$ cat src/rtl/ibsc_pkg.sv
package ibsc_pkg;

  typedef enum logic [2:0] {
    OP_NOP   = 3'd0,
    OP_DESEL = 3'd1,
    OP_ACT   = 3'd2,
    OP_RD    = 3'd3,
    OP_WR    = 3'd4,
    OP_PRE   = 3'd5,
    OP_REF   = 3'd6,
    OP_LMR   = 3'd7
  } ibsc_op_e;

  localparam int NUM_CLS = 4;
  localparam int CLS_RD  = 0;
  localparam int CLS_WR  = 1;
  localparam int CLS_PRE = 2;
  localparam int CLS_ACT = 3;

  // half of the burst length, from the burst code
  function automatic logic [3:0] burst_half(input logic [1:0] sel);
    case (sel)
      2'd0:    burst_half = 4'd1;
      2'd1:    burst_half = 4'd2;
      default: burst_half = 4'd4;
    endcase
  endfunction

endpackage

$ cat src/rtl/ibsc_gap_calc.sv
module ibsc_gap_calc
  import ibsc_pkg::*;
#(
  parameter int CL_W   = 4,
  parameter int WTR_W  = 3,
  parameter int CNT_W  = 5,
  parameter int PA_GAP = 1
) (
  input  logic [1:0]       bl_sel_i,
  input  logic [CL_W-1:0]  cl_half_i,
  input  logic [WTR_W-1:0] wtr_i,
  input  logic             src_wr_i,
  output logic [CNT_W-1:0] load_o [NUM_CLS]
);

  localparam logic [CNT_W-1:0] PA_LOAD = CNT_W'(PA_GAP - 1);

  logic [CNT_W-1:0] bh;
  logic [CNT_W-1:0] clru;
  logic [CNT_W-1:0] wtr_x;
  logic [CL_W:0]    cl_up;

  always_comb begin
    bh    = CNT_W'(burst_half(bl_sel_i));
    cl_up = ({1'b0, cl_half_i} + {{CL_W{1'b0}}, 1'b1}) >> 1;
    clru  = CNT_W'(cl_up);
    wtr_x = CNT_W'(wtr_i);
    if (src_wr_i) begin
      // gap is 1 + BL/2 + wtr; counter holds gap - 1
      load_o[CLS_RD] = bh + wtr_x;
      load_o[CLS_WR] = bh - CNT_W'(1);
    end else begin
      load_o[CLS_RD] = bh - CNT_W'(1);
      load_o[CLS_WR] = clru + bh - CNT_W'(1);
    end
    load_o[CLS_PRE] = PA_LOAD;
    load_o[CLS_ACT] = PA_LOAD;
  end

endmodule

$ cat config.mk
export PLATFORM = sky130hd
export DESIGN_NAME = ibsc_gap_calc
export DESIGN_NICKNAME = d
export VERILOG_FILES = /design/src/rtl/ibsc_pkg.sv /design/src/rtl/ibsc_gap_calc.sv
export SDC_FILE = /design/constraint.sdc
export NUM_CORES = 1
export LEC_CHECK = 0
export ABC_AREA = 1
export BUFFER_PORTS_ARGS = -buffer_cell sky130_fd_sc_hd__buf_2
export CAP_MARGIN = 40
export CORE_UTILIZATION = 31
export DETAILED_ROUTE_END_ITERATION = 12
export GPL_TIMING_DRIVEN = 0
export SETUP_SLACK_MARGIN = 0.05
export SLEW_MARGIN = 30
export SYNTH_ARGS = -nofsm -noshare
export SYNTH_HDL_FRONTEND = slang
export SYNTH_SLANG_ARGS = --single-unit
$ cat constraint.sdc
create_clock -name vclk -period 3.5
set_input_delay 0.35 -clock vclk [all_inputs]
set_output_delay 0.35 -clock vclk [all_outputs]
set_load 0.02 [all_outputs]
Word level (Yosys, flattened, before mapping) --
Index checks and enable logic that the tools add are counted.
Storage, ports and cells: output and inout bits 20, register bits after elaboration 0, bits of input ports 10, logic and storage cells 9
Cells by class: muxes and demuxes 2, reductions and logical operators 1, add/subtract/negate cells 5, equality and inequality tests 1
Operators with widths (count):
- $mux W10 | 1
- $pmux W3 S2 | 1
- $add A4 B1 Y5 const B | 1
- $add A4 B3 Y5 | 1
- $add A4 B4 Y5 | 1
- $sub A4 B1 Y5 const B | 1
- $sub A5 B1 Y5 const B | 1
- $eq A2 B1 Y1 const B | 1
- $logic_not A2 Y1 | 1

Logic depth before layout (Yosys ltp) --
Gate-level depths: netlist of the first run.
word-level depth 5, mapped depth 11, gate-level depth less buffers 11

Worst setup path after synthesis of the first run --
No wires, ideal clock.
path kind in2out, from in cl_half_i[0], to out load_o[13] in the netlist's numbering, stages on the path 8, data required time 3150 ps, setup slack 1146 ps, path buffers 0, arrival time 2004 ps, cell sequence ha_1 xnor2_1 ha_1 inv_1 ha_1 fa_1 xnor2_1 nor2_1
RTL lines:
- start: declaration | line ibsc_gap_calc.sv:10 | input logic [CL_W-1:0] cl_half_i,
- end: declaration | line ibsc_gap_calc.sv:13 | output logic [CNT_W-1:0] load_o [NUM_CLS]

==> results by group, run 1 <==
Finish
  – Final cell count without fillers: 124
  – Area Overhead vs Synth: 29.6%
  – Antenna cells: 0
  – Commonest cells after routing, fill and taps aside: buf_2 (21), inv_1 (14), nand2_1 (12), ha_1 (12)
  – Final Util: 0.438
  – Most common cell after layout, fill and taps aside: buf_2
  – Clkbuf count: 0
  – Fillers: 181
  – Final net count: 134
  – Seq Cell Count: 0
  – Share of layout cells above drive strength 1: 0.315
  – Post-route cell area: 674 um^2
  – Reg area: 0 um^2

Die
  – Initial Utilization: 0.338
  – Die footprint: 1850 um^2
  – Die W: 43.0 um
  – Core area: 1540 um^2
  – Num rows: 14
  – Die Height: 43.0 um
  – Ports: 30

Worst hold path
  – Hold crit path type: in -> out
  – Min-Delay Endpoint: load_o[15]
  – Hold Crit Start: src_wr_i
  – Min-Delay Path Depth: 3

Pwr
  – Sequential share of power: 0
  – Total net switching power: 0.0765 mW
  – Leakage power: 0.421 nW
  – Clock Power Share: 0
  – Gate power share: 1.000
  – Tot Pwr: 0.128 mW
  – Switching fraction of total power: 0.597
  – P_int: 0.0516 mW
  – Worst VDD drop: 76.5 uV
  – PD cells: 190 nW/um^2

CTS
  – Post-CTS sizing: 0
  – Post-CTS setup repair buffer count: 0
  – Hold_buf cts: 0

Global routing
  – Initial antenna violation count: 0
  – First-pass GRT wire length: 1590 um
  – Largest net degree at the start of global routing: 11
  – GR Util All Layers: 0.104
  – Congestion Overflow GR: 0
  – Vias in the first global route: 432

Timing
  – Setup Viol. Count Final: 0
  – Final hold vios: 0
  – Setup WS post-layout: 1.00 ns
  – Final min period: 2.50 ns
  – Hold Slack: 1.04 ns
  – Crit share post-route: 0.713
  – FMAX: 400 MHz
  – Setup_tns: 0 ns
  – Pins Over Slew Limit: 0
  – RSZ-0062 raised after global routing: no

Worst setup path
  – Crit path buffers/inverters: 4
  – Crit path max fanout: 4
  – Req. time, crit path: 3.15 ns
  – Largest delay share family, worst path: adder cells
  – Worst-path cell chain: buf_2, nor2_1, inv_1, ha_1, inv_1, ha_1, fa_1, nand2_1, o21ai_1, buf_2
  – CP endpoint kind: output pin
  – Slowest-stage cell, CP: fa_1
  – Setup CP Type: in -> out
  – Startpoint types: primary input
  – CP arrival: 2.15 ns
  – Max incr delay on CP: 0.49 ns

Routing
  – Post-route ant nets: 0
  – Met3 Wirelength: 32 um
  – DRT Pass-1 Iters: 2
  – DR top layer: met3
  – Detailed-route wire length per cell: 7.65 um
  – Wire length on met2: 464 um
  – Via density: 4.08
  – Total wire length: 949 um
  – M1 wire length: 452 um
  – Vias: 506
  – Drt initial violations: 3
  – Drt drc: 0

Placement
  – Hpwl dp: 885 um
  – Place WS: 0.990 ns
  – Dpl cells: 124
  – GP Congestion: 0.763
  – Port buffer count: 20
  – Placed Area: 674 um^2

Synthesis
  – Syn_area_per_cell: 6.59 um^2
  – Synth unique cells: 17
  – Cells after synthesis: 79
  – Area of the mapped netlist: 520 um^2
  – Yosys warns: 0
  – Seq/Total Area, Yosys: 0

Run
  – Max-cap violations: 0

Outcome
  – Outcome: finished clean
-- power groups by stage --
stage / clock [mW] / combinational (mW) / sequential (mW)
floorplan: 0 / 0.0955 / 0
global placement: 0 / 0.126 / 0
detailed placement: 0 / 0.129 / 0
CTS: 0 / 0.129 / 0
global route: 0 / 0.144 / 0
finish: 0 / 0.128 / 0
-- layout make-up --
cell class / count / area [um^2] / area share
Inverter: 15 / 56.3 / 0.0835
Timing Repair Buffer: 20 / 100 / 0.148
Buffer: 11 / 80.1 / 0.119
Tap cell: 16 / 20.0 / 0.0297
Multi-Input combinational cell: 62 / 418 / 0.620
-- logic make-up after synthesis --
kind of cell               count (synthesis)  synth area share
AOI/OAI and AO/OA                          9            0.0865
xor gates and xnor gates                   4            0.0673
adders and majority gates                 14             0.365
buffers and inverters                     26             0.262
other                                      1           0.00720
and+or+nand+nor                           25             0.212
-- worst max-delay path by stage --
| stage | start | to | slack [ns] | cells after the start |
|---|---|---|---|---|
| 6_report | bl_sel_i[1] | load_o[12] | 1.00 | 10 |
| 5_1_grt | bl_sel_i[1] | load_o[12] | 0.87 | 10 |
| 4_1_cts | bl_sel_i[1] | load_o[12] | 0.99 | 10 |
| 3_5_place_dp | bl_sel_i[1] | load_o[12] | 0.99 | 10 |
| 3_3_place_gp | bl_sel_i[1] | load_o[12] | 1.02 | 10 |
| 2_1_floorplan | cl_half_i[0] | load_o[13] | 1.15 | 8 |
-- synth_stat cells --
| cell type | number | area share |
|---|---|---|
| inv_1 | 14 | 0.10 |
| ha_1 | 12 | 0.29 |
| nand2_1 | 12 | 0.087 |
| buf_4 | 10 | 0.14 |
| nand3_1 | 6 | 0.058 |
| nor2_1 | 5 | 0.036 |
| o21ai_1 | 5 | 0.048 |
| a21oi_1 | 3 | 0.029 |
| fa_1 | 2 | 0.077 |
| xnor2_1 | 2 | 0.034 |
| xor2_1 | 2 | 0.034 |
| buf_2 | 1 | 0.0096 |
| conb_1 | 1 | 0.0072 |
| inv_2 | 1 | 0.0072 |
| nand3_2 | 1 | 0.019 |
| nor2_2 | 1 | 0.012 |
| o21ai_0 | 1 | 0.0096 |
-- routing by layer --
metal / global-route usage / up-vias
li1: - / 288
met1: 0.143 / 209
met2: 0.194 / 9
met3: 0 / 0
met4: 0 / 0
met5: 0 / -
Note: power is estimated with default switching activity, not from simulation.
==> run 2: changes to the inputs <==
Settings changed: ABC_AREA 1 to 0.
Clock period 3.5 ns to 2.5 ns, I/O delays scaled along.
==> run 2 against run 1 <==
- power rose by 38%
- sequential share of layout area did not move
- utilization fell by 0.15 points
- synthesized cell count fell by 20%
- die area fell by 3.2%
- cell count fell by 13%
- area after synthesis fell by 3.4%
- count of clock-buffer cells in the layout did not move
- cell area fell by 2.6%
- routed wire length fell by 11%
- global-route usage fell by 2.1 points
- flip-flop and latch count did not move
==> results by group, run 2 <==
Worst setup path
  – CP endpoint: load_o[12]
  – Crit path max fanout: 2 (-2)
  – CP arrival: 2.02 ns (-0.13 ns)
  – Slowest-stage cell, CP: fa_1
  – Worst-path cell chain: buf_2, ha_1, xnor2_1, ha_1, inv_1, ha_1, fa_1, inv_1, mux2i_1, buf_2
  – Req. time, crit path: 2.25 ns (-0.90 ns)
  – Setup CP Type: in -> out
  – CP Launch Point: cl_half_i[0]
  – CP most frequent cell: ha_1
  – Startpoint types: primary input
  – CP endpoint kind: output pin
  – Max incr delay on CP: 0.48 ns (about the same)

Finish
  – Antenna cells: 0 (unchanged)
  – Clkbuf count: 0 (unchanged)
  – Reg area: 0 um^2 (unchanged)
  – Share of layout cells above drive strength 1: 0.359 (+0.0439)
  – Seq Cell Count: 0 (unchanged)
  – Area of the multi-input gates: 409 um^2 (-2.1%)
  – Final net count: 118 (-12%)
  – Fillers: 158 (-13%)
  – Most common cell after layout, fill and taps aside: buf_2
  – Area Overhead vs Synth: 30.6%
  – Commonest cells after routing, fill and taps aside: buf_2 (20), inv_1 (12), ha_1 (12)

Timing
  – Pins Over Slew Limit: 0 (unchanged)
  – Setup_tns: 0 ns (unchanged)
  – Final min period: 2.27 ns
  – RSZ-0062 raised after global routing: no
  – Setup Viol. Count Final: 0 (unchanged)
  – Crit share post-route: 0.908
  – Final hold vios: 0 (unchanged)
  – FMAX: 441 MHz
  – Setup WS post-layout: 0.230 ns (-0.773 ns)

Pwr
  – Worst VDD drop: 115 uV (+50%)
  – Leakage power: 0.415 nW (-1.4%)
  – PD cells: 268 nW/um^2 (+41%)

Synthesis
  – Syn_area_per_cell: 7.98 um^2 (+21%)
  – Most frequent cells after synthesis: ha_1 (12), inv_1 (12), buf_4 (11), mux2i_1 (5), nand3_1 (4)
  – Cells after synthesis: 63 (-20%)
  – Yosys warns: 0 (unchanged)
  – Synth top area share: 0.299 (+0.0100)
  – Area of the mapped netlist: 503 um^2 (-3.4%)
  – Cell taking the most area after synthesis: ha_1
  – Synth unique cells: 18 (+1)
  – Seq/Total Area, Yosys: 0 (unchanged)
  – Largest cells by area after synthesis: ha_1 (30%), buf_4 (16%), mux2i_1 (10%)

CTS
  – Post-CTS sizing: 0 (unchanged)
  – Post-CTS setup repair buffer count: 0 (unchanged)
  – Hold_buf cts: 0 (unchanged)

Die
  – Die W: 42.3 um (-1.6%)
  – Die Height: 42.3 um (-1.6%)
  – Ports: 30 (unchanged)
  – Num rows: 14 (unchanged)
  – Die footprint: 1790 um^2 (-3.2%)
  – Core area: 1510 um^2 (-2.3%)
  – Initial Utilization: 0.334 (-0.00378)

Worst hold path
  – Hold crit path type: in -> out

Placement
  – GP Congestion: 0.765 (+0.17%)
  – Port buffer count: 20 (unchanged)
  – Place WS: 0.220 ns (-0.770 ns)
  – Hpwl dp: 769 um (-13%)

Routing
  – Total wire length: 841 um (-11%)
  – Vias: 442 (-13%)
  – Via density: 4.09 (+0.29%)
  – Drt initial violations: 5 (+2)
  – Post-route ant nets: 0 (unchanged)
  – DRT Pass-1 Iters: 3 (+1)
  – Detailed-route wire length per cell: 7.79 um (+1.7%)
  – Drt drc: 0 (unchanged)

Global routing
  – Congestion Overflow GR: 0 (unchanged)
  – Largest net degree at the start of global routing: 11 (unchanged)
  – Global route hottest layer: met2
  – M1 GR Usage: 0.115 (-0.0280)
  – Initial antenna violation count: 0 (unchanged)
  – GR Util met3: 0.00431 (+0.00431)
  – GR Util All Layers: 0.0832 (-0.0210)
  – First-pass GRT wire length: 1240 um (-22%)
  – Grt met2 use: 0.151 (-0.0432)
  – Vias in the first global route: 314 (-27%)

Run
  – Max-cap violations: 0 (unchanged)

Outcome
  – Outcome: finished clean
## run 2: changes by cell type after synthesis, moves of 4 or more
cell / previous run / this run
mux2i_1: 0 / 5
nor2_1: 5 / 1
nand2_1: 12 / 2
o21ai_1: 5 / 0
## run 2: kinds of logic after synthesis
| family | count (synthesis) | synth area share |
|---|---|---|
| other cells | 1 | 0.00746 |
| mux | 6 | 0.122 |
| simple gates | 11 | 0.117 |
| xor+xnor | 4 | 0.0697 |
| compound gates | 4 | 0.0522 |
| fa+ha+maj | 14 | 0.378 |
| buf+inv | 23 | 0.254 |
## run 2: per-layer routing
| metal | wire [um] | share of wire |
|---|---|---|
| met3 | 73 | 0.087 |
| met2 | 382 | 0.45 |
| met5 | 0 | 0 |
| met4 | 0 | 0 |
| met1 | 386 | 0.46 |
## run 2: worst min-delay path by stage
stage | startpoint | end | slack [ns] | depth (start not counted)
final | src_wr_i | load_o[15] | 0.91 | 3
after global routing | src_wr_i | load_o[15] | 0.93 | 3
after CTS | src_wr_i | load_o[15] | 0.91 | 3
after detailed placement | src_wr_i | load_o[15] | 0.91 | 3
after global placement | src_wr_i | load_o[15] | 0.91 | 3
after floorplan | src_wr_i | load_o[15] | 0.70 | 1
## run 2: where the power goes
group / switching (mW) / internal, mW / total, mW
combinational: 0.102 / 0.0739 / 0.176
sequential: 0 / 0 / 0
clock: 0 / 0 / 0
## run 2: per-stage QoR
step | cells | instance area (um^2) | hold WS [ns] | util | total power, mW
floorplan | 72 | 537 | 0.696 | - | 0.133
global placement | 108 | 657 | 0.907 | 0.436 | 0.175
detailed placement | 108 | 657 | 0.909 | 0.436 | 0.177
CTS | 108 | 657 | 0.911 | 0.436 | 0.178
global route | 108 | 657 | 0.933 | 0.436 | 0.195
finish | 108 | 657 | 0.910 | 0.436 | 0.176
## run 2: final cells by class
cell class / count / area share
repair buffers: 20 / 0.152
well taps: 16 / 0.0305
inverters: 12 / 0.0686
multi-input cells: 49 / 0.623
plain buffers: 11 / 0.126
## run 2: worst max-delay path: cells and delay by family
family / cells / cell delay [ns]
muxes: 1 / 0.11
buffers and inverters: 4 / 0.37
adders and majority gates: 4 / 1.17
xor gates and xnor gates: 1 / 0.13
